`config.mk`:
```
export PLATFORM = sky130hd
export DESIGN_NAME = dual_conv_seq
export DESIGN_NICKNAME = d
export VERILOG_FILES = /design/src/rtl/dcs_pkg.sv /design/src/rtl/dcs_trig_sync.sv /design/src/rtl/dcs_chan_guard.sv /design/src/rtl/dcs_seq_core.sv /design/src/rtl/dcs_pack.sv /design/src/rtl/dual_conv_seq.sv
export SDC_FILE = /design/constraint.sdc
export NUM_CORES = 1
export LEC_CHECK = 0
export BUFFER_PORTS_ARGS = -buffer_cell sky130_fd_sc_hd__buf_2
export CORE_ASPECT_RATIO = 1.5
export CORE_MARGIN = 2
export CORE_UTILIZATION = 52
export DETAILED_ROUTE_END_ITERATION = 10
export PLACE_DENSITY_LB_ADDON = 0.25
export SYNTH_ARGS = -nofsm -noshare
export SYNTH_HDL_FRONTEND = slang
export SYNTH_SLANG_ARGS = --single-unit
```
`constraint.sdc`:
```
create_clock -name clk -period 6.5 [get_ports clk]
set_input_delay 0.65 -clock clk [delete_from_list [all_inputs] [get_ports clk]]
set_output_delay 0.65 -clock clk [all_outputs]
set_load 0.01 [all_outputs]
```
`src/rtl/dcs_pkg.sv`:
```
`timescale 1ns/1ps
package dcs_pkg;
  localparam int DCS_N_SRC  = 8;
  localparam int DCS_LEN_W  = 4;
  localparam int DCS_CH_W   = 5;
  localparam int DCS_RES_W  = 12;
  localparam int DCS_HALF_W = 16;

  typedef enum logic [1:0] {
    SEQ_IDLE  = 2'd0,
    SEQ_START = 2'd1,
    SEQ_WAIT  = 2'd2,
    SEQ_HOLD  = 2'd3
  } seq_st_e;
endpackage

```
`src/rtl/dcs_trig_sync.sv`:
```
`timescale 1ns/1ps
module dcs_trig_sync (
  input  logic clk,
  input  logic rst_n,
  input  logic raw_i,
  output logic rise_o
);
  logic meta_q, sync_q, last_q;

  always_ff @(posedge clk or negedge rst_n) begin
    if (!rst_n) begin
      meta_q <= 1'b0;
      sync_q <= 1'b0;
      last_q <= 1'b0;
    end else begin
      meta_q <= raw_i;
      sync_q <= meta_q;
      last_q <= sync_q;
    end
  end

  assign rise_o = sync_q & ~last_q;
endmodule

```
`src/rtl/dcs_chan_guard.sv`:
```
`timescale 1ns/1ps
module dcs_chan_guard #(
  parameter int LEN_W = 4,
  parameter int CH_W  = 5
) (
  input  logic [LEN_W-1:0]              len_i,
  input  logic [(1<<LEN_W)*CH_W-1:0]    chans_a_i,
  input  logic [(1<<LEN_W)*CH_W-1:0]    chans_b_i,
  output logic                          clash_o
);
  localparam int SLOTS = 1 << LEN_W;

  logic [SLOTS-1:0] hit;

  for (genvar i = 0; i < SLOTS; i++) begin : g_slot
    assign hit[i] = (LEN_W'(i) <= len_i) &&
                    (chans_a_i[i*CH_W +: CH_W] == chans_b_i[i*CH_W +: CH_W]);
  end

  assign clash_o = |hit;
endmodule

```
`src/rtl/dcs_seq_core.sv`:
```
`timescale 1ns/1ps
module dcs_seq_core
  import dcs_pkg::*;
#(
  parameter int LEN_W = 4,
  parameter int CH_W  = 5,
  parameter int RES_W = 12
) (
  input  logic                          clk,
  input  logic                          rst_n,
  input  logic                          go_i,
  input  logic [LEN_W-1:0]              len_i,
  input  logic [(1<<LEN_W)*CH_W-1:0]    chans_i,
  input  logic                          adv_i,
  input  logic                          conv_done_i,
  input  logic [RES_W-1:0]              conv_data_i,
  output logic                          conv_start_o,
  output logic [CH_W-1:0]               conv_chan_o,
  output logic                          idle_o,
  output logic                          have_o,
  output logic [RES_W-1:0]              data_o,
  output logic [RES_W-1:0]              res_o,
  output logic                          res_vld_o,
  output logic                          eos_o
);
  localparam int SLOTS = 1 << LEN_W;

  seq_st_e          st_q, st_n;
  logic [LEN_W-1:0] slot_q, slot_n;
  logic [RES_W-1:0] data_q, res_q;
  logic             data_en, res_en, eos_n;
  logic             res_vld_q, eos_q;
  logic [CH_W-1:0]  ch_arr [SLOTS];

  for (genvar i = 0; i < SLOTS; i++) begin : g_unpack
    assign ch_arr[i] = chans_i[i*CH_W +: CH_W];
  end

  always_comb begin
    st_n    = st_q;
    slot_n  = slot_q;
    data_en = 1'b0;
    res_en  = 1'b0;
    eos_n   = 1'b0;
    case (st_q)
      SEQ_IDLE: begin
        if (go_i) begin
          st_n   = SEQ_START;
          slot_n = '0;
        end
      end
      SEQ_START: st_n = SEQ_WAIT;
      SEQ_WAIT: begin
        if (conv_done_i) begin
          st_n    = SEQ_HOLD;
          data_en = 1'b1;
        end
      end
      SEQ_HOLD: begin
        if (adv_i) begin
          res_en = 1'b1;
          if (slot_q == len_i) begin
            st_n  = SEQ_IDLE;
            eos_n = 1'b1;
          end else begin
            slot_n = slot_q + 1'b1;
            st_n   = SEQ_START;
          end
        end
      end
      default: st_n = SEQ_IDLE;
    endcase
  end

  always_ff @(posedge clk or negedge rst_n) begin
    if (!rst_n) begin
      st_q      <= SEQ_IDLE;
      slot_q    <= '0;
      res_vld_q <= 1'b0;
      eos_q     <= 1'b0;
    end else begin
      st_q      <= st_n;
      slot_q    <= slot_n;
      res_vld_q <= res_en;
      eos_q     <= eos_n;
    end
  end

  always_ff @(posedge clk or negedge rst_n) begin
    if (!rst_n) begin
      data_q <= '0;
    end else if (data_en) begin
      data_q <= conv_data_i;
    end
  end

  always_ff @(posedge clk or negedge rst_n) begin
    if (!rst_n) begin
      res_q <= '0;
    end else if (res_en) begin
      res_q <= data_q;
    end
  end

  assign conv_start_o = (st_q == SEQ_START);
  assign conv_chan_o  = ch_arr[slot_q];
  assign idle_o       = (st_q == SEQ_IDLE);
  assign have_o       = (st_q == SEQ_HOLD);
  assign data_o       = data_q;
  assign res_o        = res_q;
  assign res_vld_o    = res_vld_q;
  assign eos_o        = eos_q;
endmodule

```
`src/rtl/dcs_pack.sv`:
```
`timescale 1ns/1ps
module dcs_pack #(
  parameter int HALF_W = 16,
  parameter int RES_W  = 12
) (
  input  logic                  clk,
  input  logic                  rst_n,
  input  logic                  wr_i,
  input  logic [RES_W-1:0]      m_data_i,
  input  logic [RES_W-1:0]      s_data_i,
  input  logic                  ack_i,
  output logic [2*HALF_W-1:0]   word_o,
  output logic                  req_o,
  output logic                  ovr_o
);
  localparam int PAD_W = HALF_W - RES_W;

  logic [2*HALF_W-1:0] word_q, word_d;
  logic                req_q, pend_q, pend_n, ovr_q, ovr_set;

  always_comb begin
    word_d  = {{PAD_W{1'b0}}, s_data_i, {PAD_W{1'b0}}, m_data_i};
    ovr_set = wr_i & pend_q & ~ack_i;
    if (wr_i)       pend_n = 1'b1;
    else if (ack_i) pend_n = 1'b0;
    else            pend_n = pend_q;
  end

  always_ff @(posedge clk or negedge rst_n) begin
    if (!rst_n) begin
      req_q  <= 1'b0;
      pend_q <= 1'b0;
    end else begin
      req_q  <= wr_i;
      pend_q <= pend_n;
    end
  end

  always_ff @(posedge clk or negedge rst_n) begin
    if (!rst_n) begin
      word_q <= '0;
    end else if (wr_i) begin
      word_q <= word_d;
    end
  end

  always_ff @(posedge clk or negedge rst_n) begin
    if (!rst_n) begin
      ovr_q <= 1'b0;
    end else if (ovr_set) begin
      ovr_q <= 1'b1;
    end
  end

  assign word_o = word_q;
  assign req_o  = req_q;
  assign ovr_o  = ovr_q;
endmodule

```
`src/rtl/dual_conv_seq.sv`:
```
`timescale 1ns/1ps
module dual_conv_seq
  import dcs_pkg::*;
#(
  parameter int N_SRC  = DCS_N_SRC,
  parameter int SEL_W  = $clog2(DCS_N_SRC),
  parameter int LEN_W  = DCS_LEN_W,
  parameter int CH_W   = DCS_CH_W,
  parameter int RES_W  = DCS_RES_W,
  parameter int HALF_W = DCS_HALF_W
) (
  input  logic                        clk,
  input  logic                        rst_n,
  input  logic                        cfg_sync_mode,
  input  logic [SEL_W-1:0]            cfg_trig_sel,
  input  logic                        cfg_dma_en,
  input  logic                        cfg_ie_m,
  input  logic                        cfg_ie_s,
  input  logic [LEN_W-1:0]            cfg_len_m,
  input  logic [LEN_W-1:0]            cfg_len_s,
  input  logic [(1<<LEN_W)*CH_W-1:0]  cfg_chans_m,
  input  logic [(1<<LEN_W)*CH_W-1:0]  cfg_chans_s,
  input  logic [N_SRC-1:0]            trig_src,
  input  logic                        slv_trig,
  output logic                        m_start,
  output logic [CH_W-1:0]             m_chan,
  input  logic                        m_done,
  input  logic [RES_W-1:0]            m_data,
  output logic                        s_start,
  output logic [CH_W-1:0]             s_chan,
  input  logic                        s_done,
  input  logic [RES_W-1:0]            s_data,
  output logic [HALF_W-1:0]           m_res,
  output logic                        m_res_vld,
  output logic [HALF_W-1:0]           s_res,
  output logic                        s_res_vld,
  output logic [2*HALF_W-1:0]         pack_dat,
  output logic                        dma_req,
  input  logic                        dma_ack,
  output logic                        eoc_irq_m,
  output logic                        eoc_irq_s,
  output logic                        cfg_err,
  output logic                        overrun
);
  localparam int PAD_W = HALF_W - RES_W;

  logic             trig_m_raw, rise_m, rise_s;
  logic             idle_m, idle_s, have_m, have_s;
  logic             go_m, go_s, adv_m, adv_s;
  logic             sync_try, sync_go, clash, pair_wr;
  logic [LEN_W-1:0] len_s_eff;
  logic [RES_W-1:0] data_m, data_s, res_m, res_s;
  logic             eos_m, eos_s;
  logic             err_q;

  assign trig_m_raw = trig_src[cfg_trig_sel];

  dcs_trig_sync u_sync_m (.clk(clk), .rst_n(rst_n), .raw_i(trig_m_raw), .rise_o(rise_m));
  dcs_trig_sync u_sync_s (.clk(clk), .rst_n(rst_n), .raw_i(slv_trig),   .rise_o(rise_s));

  dcs_chan_guard #(.LEN_W(LEN_W), .CH_W(CH_W)) u_guard (
    .len_i     (cfg_len_m),
    .chans_a_i (cfg_chans_m),
    .chans_b_i (cfg_chans_s),
    .clash_o   (clash)
  );

  always_comb begin
    sync_try  = cfg_sync_mode & cfg_dma_en & rise_m & idle_m & idle_s;
    sync_go   = sync_try & ~clash;
    pair_wr   = cfg_sync_mode & have_m & have_s;
    len_s_eff = cfg_sync_mode ? cfg_len_m : cfg_len_s;
    if (cfg_sync_mode) begin
      go_m  = sync_go;
      go_s  = sync_go;
      adv_m = pair_wr;
      adv_s = pair_wr;
    end else begin
      go_m  = rise_m & idle_m;
      go_s  = rise_s & idle_s;
      adv_m = have_m;
      adv_s = have_s;
    end
  end

  always_ff @(posedge clk or negedge rst_n) begin
    if (!rst_n) begin
      err_q <= 1'b0;
    end else if (sync_try) begin
      err_q <= clash;
    end
  end

  dcs_seq_core #(.LEN_W(LEN_W), .CH_W(CH_W), .RES_W(RES_W)) u_eng_m (
    .clk(clk), .rst_n(rst_n), .go_i(go_m), .len_i(cfg_len_m), .chans_i(cfg_chans_m),
    .adv_i(adv_m), .conv_done_i(m_done), .conv_data_i(m_data),
    .conv_start_o(m_start), .conv_chan_o(m_chan), .idle_o(idle_m), .have_o(have_m),
    .data_o(data_m), .res_o(res_m), .res_vld_o(m_res_vld), .eos_o(eos_m)
  );

  dcs_seq_core #(.LEN_W(LEN_W), .CH_W(CH_W), .RES_W(RES_W)) u_eng_s (
    .clk(clk), .rst_n(rst_n), .go_i(go_s), .len_i(len_s_eff), .chans_i(cfg_chans_s),
    .adv_i(adv_s), .conv_done_i(s_done), .conv_data_i(s_data),
    .conv_start_o(s_start), .conv_chan_o(s_chan), .idle_o(idle_s), .have_o(have_s),
    .data_o(data_s), .res_o(res_s), .res_vld_o(s_res_vld), .eos_o(eos_s)
  );

  dcs_pack #(.HALF_W(HALF_W), .RES_W(RES_W)) u_pack (
    .clk(clk), .rst_n(rst_n), .wr_i(pair_wr), .m_data_i(data_m), .s_data_i(data_s),
    .ack_i(dma_ack), .word_o(pack_dat), .req_o(dma_req), .ovr_o(overrun)
  );

  assign m_res     = {{PAD_W{1'b0}}, res_m};
  assign s_res     = {{PAD_W{1'b0}}, res_s};
  assign eoc_irq_m = eos_m & cfg_ie_m;
  assign eoc_irq_s = eos_s & cfg_ie_s;
  assign cfg_err   = err_q;
endmodule

```
==> run summary <==
The critical path is of the register to output pin type. Number of clock sinks: 98. The logs give 0 for the residual overflow from global routing and 0.351 for the proportion of power drawn by flip-flops and latches. IR analysis of the VDD net gives a maximum drop of 0.000275 V.

The starting DRC count in detailed routing is 378. The cell sitting at the root of the clock tree is a clkbuf_16. The worst hold path belongs to the class input port to async pin. The global routing usage summed across all routing layers came out at 0.356. In this run the critical register-to-register path is captured at u_eng_m.slot_q[3]. The logs give 6252 for the number of global-route vias before repair and 0 for the max capacitance violation total. For the placement-stage cell area, the log shows 0.00800 mm2.

The first global-routing pass estimated 34600 um of wire. The startpoint identified for the worst register-to-register timing path is u_eng_s.st_q[0]. At the pin with the least slew margin, the transition time is 1.01 ns. The flow ran to the end, and the final reports show no timing, DRC or antenna violations. The final-layout setup total negative slack was 0 ns; the die area was 0.0136 mm2. The switching share of total power was 0.386; the part of the Yosys area used for sequential elements was 0.373. The run gives 0.669 as the final standard cell utilization of the core. In this run the power spent charging and discharging nets is 1.21 mW. Cell internal power was estimated by the tool at 1.93 mW.

Gates resized during post-CTS repair numbered 0. In this run, post-CTS hold repair placed 0 buffers. Leaving out fill and tap cells, the most frequent cell in the layout is buf_2.

With fillers left out, the area of the finished cells amounts to 0.00833 mm2. Across all register-to-register paths, the minimum setup slack is 3.67 ns. In the synthesized netlist, the number of instances is 598. The share of the clock period used by the worst path after layout is 0.516. In this run the core area contains 50 standard-cell rows. TritonCTS built the clock tree. The number of flops mapped to enable cells by yosys was 0; the number of failing setup endpoints in the final timing report was 0. The number of fill cells was 1016. The area growth from synthesis to layout is 26.5%. The run gives 0 as the count of yosys warnings during synthesis.

The cell area that synthesis handed to floorplanning was 0.00658 mm2. The die boundary width is 95.9 um. After detailed routing, the average wire length per cell comes to 23.4 um. From bottom edge to top edge, the die measures 142 um.

The final net count is 1087, and the critical path data required time is 5.85 ns. Wires add up to 24000 um. Routability-driven placement finished with a final weighted congestion of 1.01. Most instantiated flip-flop cell in the synthesis netlist: dfrtp_1.

The run gives 6113 as the number of vias after detailed routing. The tools report the starting density of the core as 0.529. After synthesis the netlist holds a flip-flop and latch count of 98.

The synthesized netlist contains 59 unique library cells. The layout cell share with drive strength beyond 1 came out at 0.462. The post-synthesis area per instance was 11.0 um2; the post-detailed-placement half-perimeter wirelength was 18300 um. Dividing the detail-routed via count by the number of cells gives 5.96. The run gives 9 as the number of buffers added by the clock tree synthesis step. Entering global routing, the biggest net connects 80 pins. Count of buffers added by post-CTS timing repair for setup: 0. Combinational cell fraction of total power: 0.469.

The depth of the worst register-to-register path was 9. The post-CTS clock slew at the launch and capture registers of the worst setup and hold paths works out to 0.07 ns. The leakage power of the design came out at 3.99 nW. Of all nets on the critical path, the largest fanout is 16. The logs give 0 for the max-slew violation count and 0.00812 ns for the setup skew after layout. Final hold analysis gives a worst-case slack of 0.178 ns. The logs give 0.325 for the worst relative slew slack and 3 for the maximum level of the CTS H-tree.

The tools report the source-to-sink clock delay at the later pin of the worst-skew pair as 0.34 ns. The library cells used most frequently in the layout, excluding fill and tap cells, are 278 x buf_2, 103 x nand2_1, 97 x dfrtp_1. The first detailed-routing pass took 6 iterations. The minimum period implied by the final worst setup slack was 3.35 ns; the highest clock frequency the design can meet was 0.298 GHz. Number of antenna violations at the first check in global routing: 6.

Setup repair after global routing left no endpoint under its margin. Nature of the critical path endpoint: an output pin. The proportion of register bits with asynchronous set or reset after synthesis is 1.00, and the power density relative to cell area is 377 mW/mm2. After floorplanning, the core was sized to cover 0.0124 mm2.

Count of input and output buffers: 279. After detailed routing, the number of remaining DRC violations is 0. The startpoint class of the critical path was a register. For the post-detailed-route count of antenna-violating nets, the log shows 0. In this run the deepest clock path goes through 2 buffers. The worst path arrival time was 2.70 ns; the number of top-level design ports was 296. For the share of total power in the clock network, the log shows 0.180.

Hold violation total from the final report: 0.
==> registers in the layout (all words and copies together), names as in the netlist, 2 cells and up <==
signal	flops
u_pack.word_o	24
u_eng_m.slot_q	4
u_eng_m.data_o	12
u_eng_s.slot_q	4
u_eng_s.st_q	2
u_eng_m.st_q	2
u_eng_s.res_o	12
u_eng_m.res_o	12
u_eng_s.data_o	12
==> worst max-delay path by stage <==
stage,cells after the start,slack (ns),endpoint,from
2_1_floorplan,4,3.70,s_chan[0],u_eng_s.slot_q[0]
3_3_place_gp,5,3.58,m_chan[0],u_eng_m.slot_q[0]
3_5_place_dp,7,3.55,u_eng_m.slot_q[3],cfg_len_m[0]
4_1_cts,5,3.18,m_chan[0],u_eng_m.slot_q[0]
5_1_grt,7,3.01,m_chan[0],u_eng_m.slot_q[0]
6_report,7,3.15,m_chan[0],u_eng_m.slot_q[1]
==> cell usage after synthesis, types with 3 or more instances <==
library cell	number	area (um2)
xnor2_1	67	587
mux4_2	37	833
mux2_2	53	597
inv_1	13	48.8
o22ai_1	5	31.3
o21ai_1	4	20.0
a21oi_1	8	40.0
nand2b_1	4	25.0
dfrtp_1	98	2450
buf_1	3	11.3
nand4_1	10	62.6
buf_4	18	135
and2_1	3	18.8
clkbuf_1	19	71.3
o41ai_1	3	26.3
ha_1	12	150
o211ai_1	4	30.0
o21ai_0	12	60.1
a221oi_1	5	43.8
nor3_1	5	25.0
mux2i_1	22	220
nand2_1	103	387
nand3_1	10	50.1
nor2_1	10	37.5
a22oi_1	5	37.5
xor2_1	21	184
buf_6	3	33.8
o221ai_1	3	26.3
buf_2	3	15.0
==> power by group through the flow <==
stage                     clock network [mW]  registers, mW  logic, mW
final                                  0.565           1.10       1.47
after global placement                     0           1.08       1.40
after global routing                   0.599           1.14       1.58
after CTS                              0.574           1.10       1.45
after floorplan                            0           1.08      0.918
after detailed placement                   0           1.10       1.44
==> worst max-delay path: stages, from the launching register on <==
cell and delay, ns:
dfrtp_1 0.65, nor2b_1 0.74, nand2_1 0.10, nand2_1 0.10
a21oi_1 0.12, a22oi_1 0.31, nand2_1 0.16, buf_2 0.17
==> cell type report <==
cell class | instances | area (um2) | area share
timing repair buffer | 284 | 1440 | 0.173
sequential | 98 | 2450 | 0.295
clock buffer | 9 | 225 | 0.0270
multi-input combinational | 455 | 3870 | 0.464
tap | 156 | 195 | 0.0234
inverter | 14 | 52.6 | 0.00631
antenna | 3 | 7.51 | 0.000902
clock inverter | 6 | 90.1 | 0.0108
==> metrics by stage <==
stage / std cells / total power, mW / worst slack (ns)
after floorplan: 613 / 2.00 / 3.70
after CTS: 1022 / 3.12 / 3.18
after detailed placement: 1007 / 2.54 / 3.55
final: 1025 / 3.14 / 3.15
after global routing: 1023 / 3.31 / 3.01
after global placement: 1007 / 2.48 / 3.58
==> cells by family (layout without fill, tap and decap cells) <==
family | count (synthesis) | after routing | share of synthesized area
flip-flops | 98 | 98 | 0.373
other | 1 | 19 | 0.000570
XOR/XNOR | 88 | 88 | 0.117
AND/OR/NAND/NOR | 157 | 157 | 0.110
buffers and inverters | 60 | 313 | 0.0485
AO/OA/AOI/OAI | 68 | 68 | 0.0745
adder cells (fa/ha/maj) | 12 | 12 | 0.0228
multiplexers | 114 | 114 | 0.254
==> per-layer routing <==
metal / GRT usage / part of all wire / routed length [um] / vias to the layer above
met5: 0 / 0.0016 / 39 / -
met4: 0.248 / 0.077 / 1840 / 6
met3: 0.147 / 0.12 / 2800 / 110
met2: 0.565 / 0.48 / 11500 / 427
met1: 0.376 / 0.33 / 7810 / 2923
li1: - / - / - / 2647
No activity file was read; power rests on OpenSTA's default activity.
